<file path="src/rtl/lps_pkg.sv">
package lps_pkg;
  localparam int WORD_W = 7;

  typedef enum logic [1:0] {MD_OFF, MD_TRAIN, MD_BIST, MD_NORM} mode_t;

  localparam logic [WORD_W-1:0] CLK_NORM = 7'b1111000;
  localparam logic [WORD_W-1:0] CLK_HI_A = 7'b1111000;
  localparam logic [WORD_W-1:0] CLK_HI_B = 7'b1110000;
  localparam logic [WORD_W-1:0] CLK_LO_A = 7'b1111100;
  localparam logic [WORD_W-1:0] CLK_LO_B = 7'b1100000;
  localparam logic [WORD_W-1:0] DAT_LO_A = 7'b1111000;
  localparam logic [WORD_W-1:0] DAT_LO_B = 7'b1110000;

  function automatic logic [WORD_W-1:0] pick(input bit alt,
                                              input logic [WORD_W-1:0] a,
                                              input logic [WORD_W-1:0] b);
    return alt ? b : a;
  endfunction
endpackage

</file>
<file path="src/rtl/lps_prbs.sv">
module lps_prbs #(
  parameter int LEN = 15,
  parameter int TAP = 14,
  parameter int W = 7,
  parameter logic [LEN-1:0] SEED = '1
) (
  input  logic         clk,
  input  logic         rst_n,
  input  logic         run,
  output logic [W-1:0] word
);
  logic [LEN-1:0] st, nxt;
  logic [W-1:0]   wd;

  always_comb begin
    logic fb;
    nxt = st;
    wd  = '0;
    for (int i = 0; i < W; i++) begin
      fb = nxt[LEN-1] ^ nxt[TAP-1];
      wd[W-1-i] = fb;
      nxt = {nxt[LEN-2:0], fb};
    end
  end

  always_ff @(posedge clk) begin
    if (!rst_n)   st <= SEED;
    else if (run) st <= nxt;
    else          st <= SEED;
  end

  assign word = wd;

  assert_state_live_R10: assert property (@(posedge clk) disable iff (!rst_n)
    st != '0);
  assert_reseed_R10: assert property (@(posedge clk) disable iff (!rst_n)
    !run |=> st == SEED);
endmodule

</file>
<file path="src/rtl/lps_train.sv">
module lps_train #(
  parameter int LOCK_CYCLES = 2660000,
  parameter int CAL_CYCLES = 4096
) (
  input  logic clk,
  input  logic rst_n,
  input  logic pwr_ok,
  input  logic start,
  output logic active,
  output logic phase,
  output logic done
);
  localparam int TRAIN_LEN = LOCK_CYCLES + CAL_CYCLES;
  localparam int CW = $clog2(TRAIN_LEN + 1);

  logic [CW-1:0] cnt;

  always_ff @(posedge clk) begin
    if (!rst_n) begin
      active <= 1'b0;
      cnt    <= '0;
      done   <= 1'b0;
      phase  <= 1'b0;
    end else if (!pwr_ok) begin
      active <= 1'b0;
      cnt    <= '0;
      phase  <= 1'b0;
    end else if (start) begin
      active <= 1'b1;
      cnt    <= '0;
      done   <= 1'b0;
      phase  <= 1'b0;
    end else if (active) begin
      phase <= ~phase;
      if (cnt == CW'(TRAIN_LEN - 1)) begin
        active <= 1'b0;
        done   <= 1'b1;
      end else begin
        cnt <= cnt + 1'b1;
      end
    end
  end

  assert_done_excl_R8: assert property (@(posedge clk) disable iff (!rst_n)
    !(active && done));
  assert_done_hold_R8: assert property (@(posedge clk) disable iff (!rst_n)
    (done && !(start && pwr_ok)) |=> done);
  assert_start_clears_R8: assert property (@(posedge clk) disable iff (!rst_n)
    (start && pwr_ok) |=> (active && !done));
  assert_pd_cancel_R9: assert property (@(posedge clk) disable iff (!rst_n)
    !pwr_ok |=> !active);
endmodule

</file>
<file path="src/rtl/link_pattern_src.sv">
module link_pattern_src
  import lps_pkg::*;
#(
  parameter int LANES = 8,
  parameter int LOCK_CYCLES = 2660000,
  parameter int CAL_CYCLES = 4096,
  parameter bit ALT_WORDS = 1'b0
) (
  input  logic                      clk,
  input  logic                      rst_n,
  input  logic                      pd_n,
  input  logic                      prbs_en,
  input  logic                      pat_sel,
  input  logic                      dsk_opt,
  input  logic                      train_start,
  input  logic [LANES*WORD_W-1:0]   data_in,
  output logic [WORD_W-1:0]         clk_word,
  output logic [LANES*WORD_W-1:0]   data_word,
  output logic [LANES:0]            lane_oe,
  output logic                      train_done
);
  localparam logic [WORD_W-1:0] CLK_HI = pick(ALT_WORDS, CLK_HI_A, CLK_HI_B);
  localparam logic [WORD_W-1:0] CLK_LO = pick(ALT_WORDS, CLK_LO_A, CLK_LO_B);
  localparam logic [WORD_W-1:0] DAT_LO = pick(ALT_WORDS, DAT_LO_A, DAT_LO_B);

  mode_t mode;
  logic  tr_act, tr_phase, bist_run;
  logic [WORD_W-1:0] w15, w23, bist_w, train_w, clk_nxt;
  logic [LANES*WORD_W-1:0] data_nxt;

  lps_train #(.LOCK_CYCLES(LOCK_CYCLES), .CAL_CYCLES(CAL_CYCLES)) u_train (
    .clk(clk), .rst_n(rst_n), .pwr_ok(pd_n), .start(train_start),
    .active(tr_act), .phase(tr_phase), .done(train_done));

  always_comb begin
    if (!pd_n)        mode = MD_OFF;
    else if (tr_act)  mode = MD_TRAIN;
    else if (prbs_en) mode = MD_BIST;
    else              mode = MD_NORM;
  end

  assign bist_run = (mode == MD_BIST);

  lps_prbs #(.LEN(15), .TAP(14), .W(WORD_W)) u_p15 (
    .clk(clk), .rst_n(rst_n), .run(bist_run), .word(w15));
  lps_prbs #(.LEN(23), .TAP(18), .W(WORD_W)) u_p23 (
    .clk(clk), .rst_n(rst_n), .run(bist_run), .word(w23));

  assign bist_w  = pat_sel ? w23 : w15;
  assign train_w = dsk_opt ? (tr_phase ? '0 : '1) : DAT_LO;

  always_comb begin
    unique case (mode)
      MD_OFF:   clk_nxt = '0;
      MD_TRAIN: clk_nxt = dsk_opt ? CLK_HI : CLK_LO;
      default:  clk_nxt = CLK_NORM;
    endcase
  end

  for (genvar l = 0; l < LANES; l++) begin : g_lane
    always_comb begin
      unique case (mode)
        MD_OFF:   data_nxt[l*WORD_W +: WORD_W] = '0;
        MD_TRAIN: data_nxt[l*WORD_W +: WORD_W] = train_w;
        MD_BIST:  data_nxt[l*WORD_W +: WORD_W] = bist_w;
        default:  data_nxt[l*WORD_W +: WORD_W] = data_in[l*WORD_W +: WORD_W];
      endcase
    end
  end

  always_ff @(posedge clk) begin
    if (!rst_n) begin
      clk_word  <= '0;
      data_word <= '0;
      lane_oe   <= '0;
    end else begin
      clk_word  <= clk_nxt;
      data_word <= data_nxt;
      lane_oe   <= {(LANES+1){pd_n}};
    end
  end

  assert_pd_oe_R9: assert property (@(posedge clk) disable iff (!rst_n)
    !pd_n |=> (lane_oe == '0 && clk_word == '0));
  assert_on_oe_R3: assert property (@(posedge clk) disable iff (!rst_n)
    pd_n |=> &lane_oe);
  assert_norm_clk_R2: assert property (@(posedge clk) disable iff (!rst_n)
    (pd_n && !tr_act && !prbs_en) |=> clk_word == CLK_NORM);
  assert_opt_hi_R6: assert property (@(posedge clk) disable iff (!rst_n)
    (pd_n && tr_act && dsk_opt) |=> (data_word == '0 || &data_word));
  assert_opt_lo_R7: assert property (@(posedge clk) disable iff (!rst_n)
    (pd_n && tr_act && !dsk_opt) |=> clk_word == CLK_LO);
endmodule

</file>
<file path="config.mk">
export PLATFORM = sky130hd
export DESIGN_NAME = link_pattern_src
export DESIGN_NICKNAME = d
export VERILOG_FILES = /design/src/rtl/lps_pkg.sv /design/src/rtl/lps_prbs.sv /design/src/rtl/lps_train.sv /design/src/rtl/link_pattern_src.sv
export SDC_FILE = /design/constraint.sdc
export NUM_CORES = 1
export LEC_CHECK = 0
export BUFFER_PORTS_ARGS = -buffer_cell sky130_fd_sc_hd__buf_4
export CORE_ASPECT_RATIO = 1.2
export CORE_MARGIN = 3
export CORE_UTILIZATION = 45
export CTS_CLUSTER_SIZE = 14
export DETAILED_ROUTE_END_ITERATION = 16
export PLACE_DENSITY_LB_ADDON = 0.25
export SETUP_SLACK_MARGIN = 0.4
export SYNTH_ARGS = -nofsm -noshare
export SYNTH_HDL_FRONTEND = slang
export SYNTH_SLANG_ARGS = --single-unit
</file>
<file path="constraint.sdc">
create_clock -name clk -period 2.15 [get_ports clk]
set_clock_uncertainty 0.05 [all_clocks]
set_input_delay 0.3225 -clock clk [delete_from_list [all_inputs] [get_ports clk]]
set_output_delay 0.3225 -clock clk [all_outputs]
set_load 0.02 [all_outputs]
</file>
==> impl_results.md, run 1 <==
* CTS Root Cell: clkbuf_8
* First-pass GRT wire length at 19200 um
* Port Buffer Count at 133
* Core Util, Final at 73.2%
* GRT Resource Usage Total at 23.4%
* Initial antenna violation count at 0
* Area grow syn2layout at 57.2%
* Yosys top cell area share at 57.4%
* Final setup fails at 0
* Area of the mapped netlist at 0.00425 mm^2
* Vias at 3813
* Layout Cells excl Fill at 762
* DR WL/cell at 16.4 um
* Post-synth EDFFs at 0
* Dpl hpwl at 7300 um
* CORE AREA at 0.00913 mm^2
* Aggregate routed wire length at 12500 um
* Area contributors post-synth: dfxtp_1 (57%), nand2_1 (7.9%), a21o_1 (6.2%)
* Multi-input gate area at 0.00174 mm^2
* VDD IR-drop max at 850 uV
* Clock Latency Late Sink at 490 ps
* Yosys top cell by area: dfxtp_1
* Io pins at 136
* Setup TNS at 0 ps
* Final Cycle Share at 84.6%
* Arrival time worst endpoint at 2200 ps
* Run status: complete, no violations
* Fillers at 599
* Most common flop cell mapped by yosys: dfxtp_1
* Nets at 693
* Reg-to-Reg Start: u_train.cnt[17]
* Leak Pwr at 3.21 nW
* Minimum clock period at 1820 ps
* Final Hold Viols at 0
* DP Area at 0.00529 mm^2
* Max Fclk at 550 MHz
* Pre-antenna DRT Iters at 4
* Layout cells sized above 1 at 33.5%
* Iteration-0 DRC count of the detailed router at 202
* Sequential fraction of the synthesis area at 57.4%
* FF+latch count, synth at 122
* Ant. Diodes at 0
* Die ar. at 0.0107 mm^2
* Max Cap Viol at 0
* Maximum fanout along the worst path at 7
* Die height at 112 um
* GPL Wtd Cong at 0.814
* Critical Path Start Type: flop
* Hold Crit Start: pd_n
* Initial core utilization at 46.6%
* Clk pin slew, worst setup/hold paths at 50 ps
* Largest net degree at the start of global routing at 38
* Placed Instances at 660
* Cts bufs inserted at 17
* RSZ-0062 raised after global routing: yes
* Vias in the first global route at 3883
* DRC Markers at 0
* CTS tree: built
* Power Density at 831 mW/mm^2
* Distinct cell type count after synthesis at 40
* Start point of the critical path: u_train.cnt[17]
* Syn Inst Count at 432
* Worst-Margin Slew at 786 ps
* Slew Viols, Final at 0
* WS Path Type: reg -> reg
* Vias per inst at 5.00
* Post-synth top cells: dfxtp_1 (122), nand2_1 (90), a21o_1 (35)
* Crit. End Element: flop
* Worst EP required at 2530 ps
* Finished Cell Area at 0.00668 mm^2
* Yosys warns at 0
* GRT Residual Overflow at 0
* H-tree lvl count at 4
* FFs w/ async S/R, synth at 0%
* Most frequent cell after synthesis: dfxtp_1
* Sink Count at 122
* Register area at 0.00246 mm^2
* Routed Antenna Nets at 0
* Row count at 38
* Worst min path class: in -> reg
* Slew Limit Headroom at 47.4%
* Die X at 94.7 um
* Syn avg cell area at 9.84 um^2
* Clock Path Buffers at 2
==> final timing paths <==
check / endpoint / slack (ps) / cells past startpoint
setup / recovery: u_train.cnt[14] / 330 / 6
hold / removal: u_train.done / 40 / 4
setup reg to reg: u_train.cnt[14] / 330 / 6
hold reg to reg: u_p23.st[17] / 350 / 1
==> logic make-up after synthesis <==
logic type / after synthesis / share of synthesized area (%)
other: 1 / 0.0882
adders and majority gates: 1 / 0.294
and+or+nand+nor: 175 / 20.7
buffers and inverters: 36 / 4.77
AOI/OAI and AO/OA: 67 / 10.4
DFF: 122 / 57.4
xor gates and xnor gates: 23 / 4.74
muxes: 7 / 1.65
==> worst max-delay path, cell delays in order, from the launching register on <==
cell     delay (ps)
dfxtp_1         370
nor4b_4         310
nand4_1         250
o21ai_4         250
buf_2           220
o21ai_0         150
a21oi_2         140
==> power by group <==
| group | switching [mW] | internal, mW |
|---|---|---|
| Clock | 0.959 | 1.76 |
| Combinational | 0.235 | 0.258 |
| Sequential | 0.0258 | 2.32 |
==> per-layer routing <==
layer | up-vias | global-route usage, % | wire length, um
met2 | 111 | 43.1 | 6900
li1 | 1842 | - | -
met1 | 1838 | 26.0 | 4850
met3 | 22 | 4.89 | 492
met5 | - | 0 | 0
met4 | 0 | 8.37 | 278
==> cells in the final DEF (no fill, tap or decap), types with 2 or more instances in the layout <==
cell type and count:
buf_4 147, dfxtp_1 115, nand2_1 89, dlygate4sd3_1 58, a21o_1 35, or3_1 33
xnor2_1 16, clkbuf_16 16, nor2_1 15, o21ai_0 8, a21oi_2 8, a21oi_1 7
mux2i_1 7, nand3_1 6, xor2_1 6, nand4_1 4, nand3_2 4, o211ai_1 4
clkinv_2 4, clkinvlp_4 4, dfxtp_4 4, inv_1 3, or4_1 3, bufinv_16 3
clkbuf_1 3, buf_6 3, dfxtp_2 3, nor3_4 2, and4_1 2, and3_1 2
o21ai_1 2, conb_1 2
==> repair_timing <==
item	4_1_cts	5_1_grt
hold buffers	58	0
pin swaps	4	10
setup buffers	6	5
resized for setup	7	32
cloned	0	1
endpoints found under the hold margin	58	0
setup endpoints to repair	51	53
==> stage by stage <==
stage / total power, mW / hold slack, ps / setup slack, ps
4_1_cts: 5.57 / 19.8 / 391
5_1_grt: 5.74 / 54.3 / 263
6_report: 5.55 / 41.6 / 331
3_5_place_dp: 2.78 / 346 / 141
2_1_floorplan: 2.58 / 341 / 417
3_3_place_gp: 2.77 / 343 / 198
==> cell type report <==
type / instances / share of cell area [%]
Multi-Input combinational cell: 275 / 26.1
Inverter: 3 / 0.169
Tap cell: 120 / 2.25
Sequential cell: 122 / 36.8
Clock buffer: 20 / 6.37
Timing Repair Buffer: 210 / 26.1
Clock inverter: 12 / 2.23
==> state kept, by name, indices dropped and copies added (netlist names) <==
register,flops
u_p23.st,23
clk_word,2
lane_oe,1
u_train.phase,1
data_word,56
u_p15.st,15
u_train.active,1
u_train.cnt,22
u_train.done,1
Note: power is estimated with default switching activity, not from simulation.
==> inputs of run 2 (changes only) <==
--- a/config.mk
+++ b/config.mk
@@ -5,6 +5,7 @@
 export SDC_FILE = /design/constraint.sdc
 export NUM_CORES = 1
 export LEC_CHECK = 0
+export ABC_AREA = 1
 export BUFFER_PORTS_ARGS = -buffer_cell sky130_fd_sc_hd__buf_4
 export CORE_ASPECT_RATIO = 1.2
 export CORE_MARGIN = 3
==> constraint.sdc (replaced) <==
create_clock -name clk -period 1.5 [get_ports clk]
set_clock_uncertainty 0.05 [all_clocks]
set_input_delay 0.225 -clock clk [delete_from_list [all_inputs] [get_ports clk]]
set_output_delay 0.225 -clock clk [all_outputs]
set_load 0.02 [all_outputs]
==> run 2 against run 1 <==
Net effect: the flow now finishes with violations (negative setup slack); sequential share of layout area down 7.2 points; synthesized cell count rose by 65%; worst hold slack got worse by 22 ps; final area grew 30%; core utilization increased by 7.2 points; largest power group unchanged.
==> impl_results.md, run 2 <==
* GRT Resource Usage Total at 22.6%
* VDD IR-drop max at 764 uV
* Worst r2r path cells at 9
* GPL Wtd Cong at 0.958
* Leak Pwr at 4.42 nW
* FFs w/ async S/R, synth at 0%
* Max Cap Viol at 0
* Dpl hpwl at 9510 um
* Layout Cells excl Fill at 1027
* Vias in the first global route at 4680
* Area contributors post-synth: dfxtp_1 (48%), inv_1 (12%), nand2_1 (9.5%)
* Final Cycle Share at 102%
* Largest net degree at the start of global routing at 57
* Minimum clock period at 1530 ps
* Max Fclk at 653 MHz
* Routed Antenna Nets at 0
* Max reg flops at 56
* Most common cell after layout, fill and taps aside: inv_1
* Most frequent cells in the layout: inv_1 (158), buf_4 (93), nor2_1 (90)
* Ant. Diodes at 0
* Run status: finished, violations left
* Aggregate routed wire length at 18200 um
* Initial antenna violation count at 0
* Post-synth top cells: inv_1 (163), nand2_1 (129), dfxtp_1 (122)
* Area of the mapped netlist at 0.00510 mm^2
* Sequential fraction of the synthesis area at 47.9%
* DR WL/cell at 17.7 um
* Nets at 949
* First-pass GRT wire length at 22200 um
* Yosys top cell by area: dfxtp_1
* Most frequent cell after synthesis: inv_1
* Vias at 5322
* Worst-Margin Slew at 544 ps
* GRT Residual Overflow at 0
* Core Util, Final at 80.5%
* H-tree lvl count at 4
* Syn Inst Count at 713
* Die ar. at 0.0127 mm^2
* Reg-to-reg critical path endpoint: u_train.cnt[17]
* Cts bufs inserted at 17
* Max stage delay cell, worst path: dfxtp_2
* Crit. End Element: flop
* Clk pin slew, worst setup/hold paths at 60 ps
* FF+latch count, synth at 122
* Hold Crit Start: train_start
* Maximum fanout along the worst path at 6
* WHS Path Cells at 3
* Setup TNS at -51.6 ps
* Yosys top cell area share at 47.9%
* Largest reg by FF count: data_word
* Clock Path Buffers at 2
* CORE AREA at 0.0108 mm^2
* CP delay by family, top: simple AND/OR/NAND/NOR gates
* Crit path buffers/inverters at 1
* DRC Markers at 0
* Slew Limit Headroom at 63.7%
* CTS Root Cell: clkbuf_16
* Iteration-0 DRC count of the detailed router at 364
* Placed Instances at 968
* CTS tree: built
* Critical Path Start Type: flop
* WHS Endpoint: u_train.active
* Largest regs: data_word (56), u_p23.st (23), u_train.cnt (22)
* Power Density at 1010 mW/mm^2
* Most common flop cell mapped by yosys: dfxtp_1
* Arrival time worst endpoint at 1780 ps
* Worst EP required at 1750 ps
* Syn avg cell area at 7.15 um^2
* Violations in the final reports: negative setup slack
* Initial core utilization at 47.4%
* Layout cells sized above 1 at 54.3%
* Distinct cell type count after synthesis at 28
* Fillers at 574
* Post-synth EDFFs at 0
* Row count at 41
* Largest stage delay on the critical path at 320 ps
* Slack of the worst reg-to-reg path at -30 ps
* Final setup margin at -31.6 ps
* Die X at 103 um
* Final setup fails at 2
* CP cell instances: nor2_2 > nand3_2 > nor2_2 > nand3_2 > nand2_4 > buf_6 > nor2_2 > nor2_1 > nor2_1
* WS Path Type: reg -> reg
* Final Hold Viols at 0
* Io pins at 136
* Area grow syn2layout at 69.9%
* Clock Latency Late Sink at 420 ps
* Sink Count at 122
* Pre-antenna DRT Iters at 5
* Die height at 123 um
* CP most frequent cell: nor2_2
* Worst min path class: in -> reg
* Port Buffer Count at 133
* Slew Viols, Final at 0
* Yosys warns at 0
* Vias per inst at 5.18
* Reg-to-Reg Start: u_train.cnt[12]
* RSZ-0062 raised after global routing: yes
## run 2: cell types whose count changed in the layout (fill, tap and decap cells not counted), sizes merged, moves of 35 or more
| cell | change |
|---|---|
| inv | +162 |
| dlygate4sd3 | -57 |
| nor2 | +96 |
| nand2 | +40 |
| o21ai | +48 |
| a21o | -35 |
## run 2: logic make-up after synthesis
logic type               after synthesis  synth area share, %
other                                  1               0.0735
buffers and inverters                201                 16.4
AND/OR/NAND/NOR                      284                 22.7
adder cells (fa/ha/maj)                1                0.245
XOR/XNOR                              26                 4.46
flip-flops                           122                 47.9
AO/OA/AOI/OAI                         78                 8.29
## run 2: repair_timing
action                                 CTS  global route
buffers inserted                        13             5
resized for setup                      168           202
hold buffers                             1             0
setup endpoints to repair              168           189
pin swaps                               28            45
cloned                                   2             6
endpoints found under the hold margin    1             0
## run 2: worst min-delay path, cell delays in order
cell	delay [ps]
buf_4	90
nor2_1	40
nor2_1	80
## run 2: final cells by class
type	count	area, um^2	area share, %
clock inverters	13	168	1.93
flip-flops and latches	122	2570	29.6
inverters	165	624	7.20
well taps	129	161	1.86
clock buffers	19	443	5.11
multi-input cells	391	2770	31.9
repair buffers	188	1940	22.3
## run 2: power by group
part / leakage [nW] / internal [mW] / switching [mW]
clock network: 0.294 / 2.67 / 1.59
logic: 3.10 / 0.508 / 0.594
registers: 1.03 / 3.35 / 0.0551
total: 4.42 / 6.53 / 2.23
## run 2: worst max path at each step
stage | start | cells after the start | to | slack, ps
2_1_floorplan | u_train.cnt[10] | 8 | u_train.cnt[0] | 120
5_1_grt | u_train.cnt[12] | 8 | u_train.cnt[3] | -100
4_1_cts | u_train.cnt[19] | 9 | u_train.cnt[6] | 80
6_report | u_train.cnt[12] | 9 | u_train.cnt[17] | -30
3_3_place_gp | u_train.cnt[7] | 7 | u_train.cnt[11] | 30
3_5_place_dp | u_train.cnt[13] | 7 | u_train.cnt[6] | -5
## run 2: routing by layer
metal	wire length, um	part of all wire, %	global-route usage, %	vias up
met3	1110	6.1	5.06	73
met1	6400	35	26.6	2536
met2	9920	55	39.7	281
li1	-	-	-	2432
met4	758	4.2	8.58	0
met5	0	0	0	-
## run 2: per-stage QoR
stage               power, mW  hold slack (ps)  instance area [um^2]  worst slack, ps
floorplan                3.89              254                  5310              121
global placement         4.20              340                  6440             33.3
detailed placement       4.21              348                  6440            -4.54
CTS                      8.50             19.5                  7680             79.4
global route             9.00             43.9                  8670             -101
finish                   8.76             20.1                  8670            -31.6
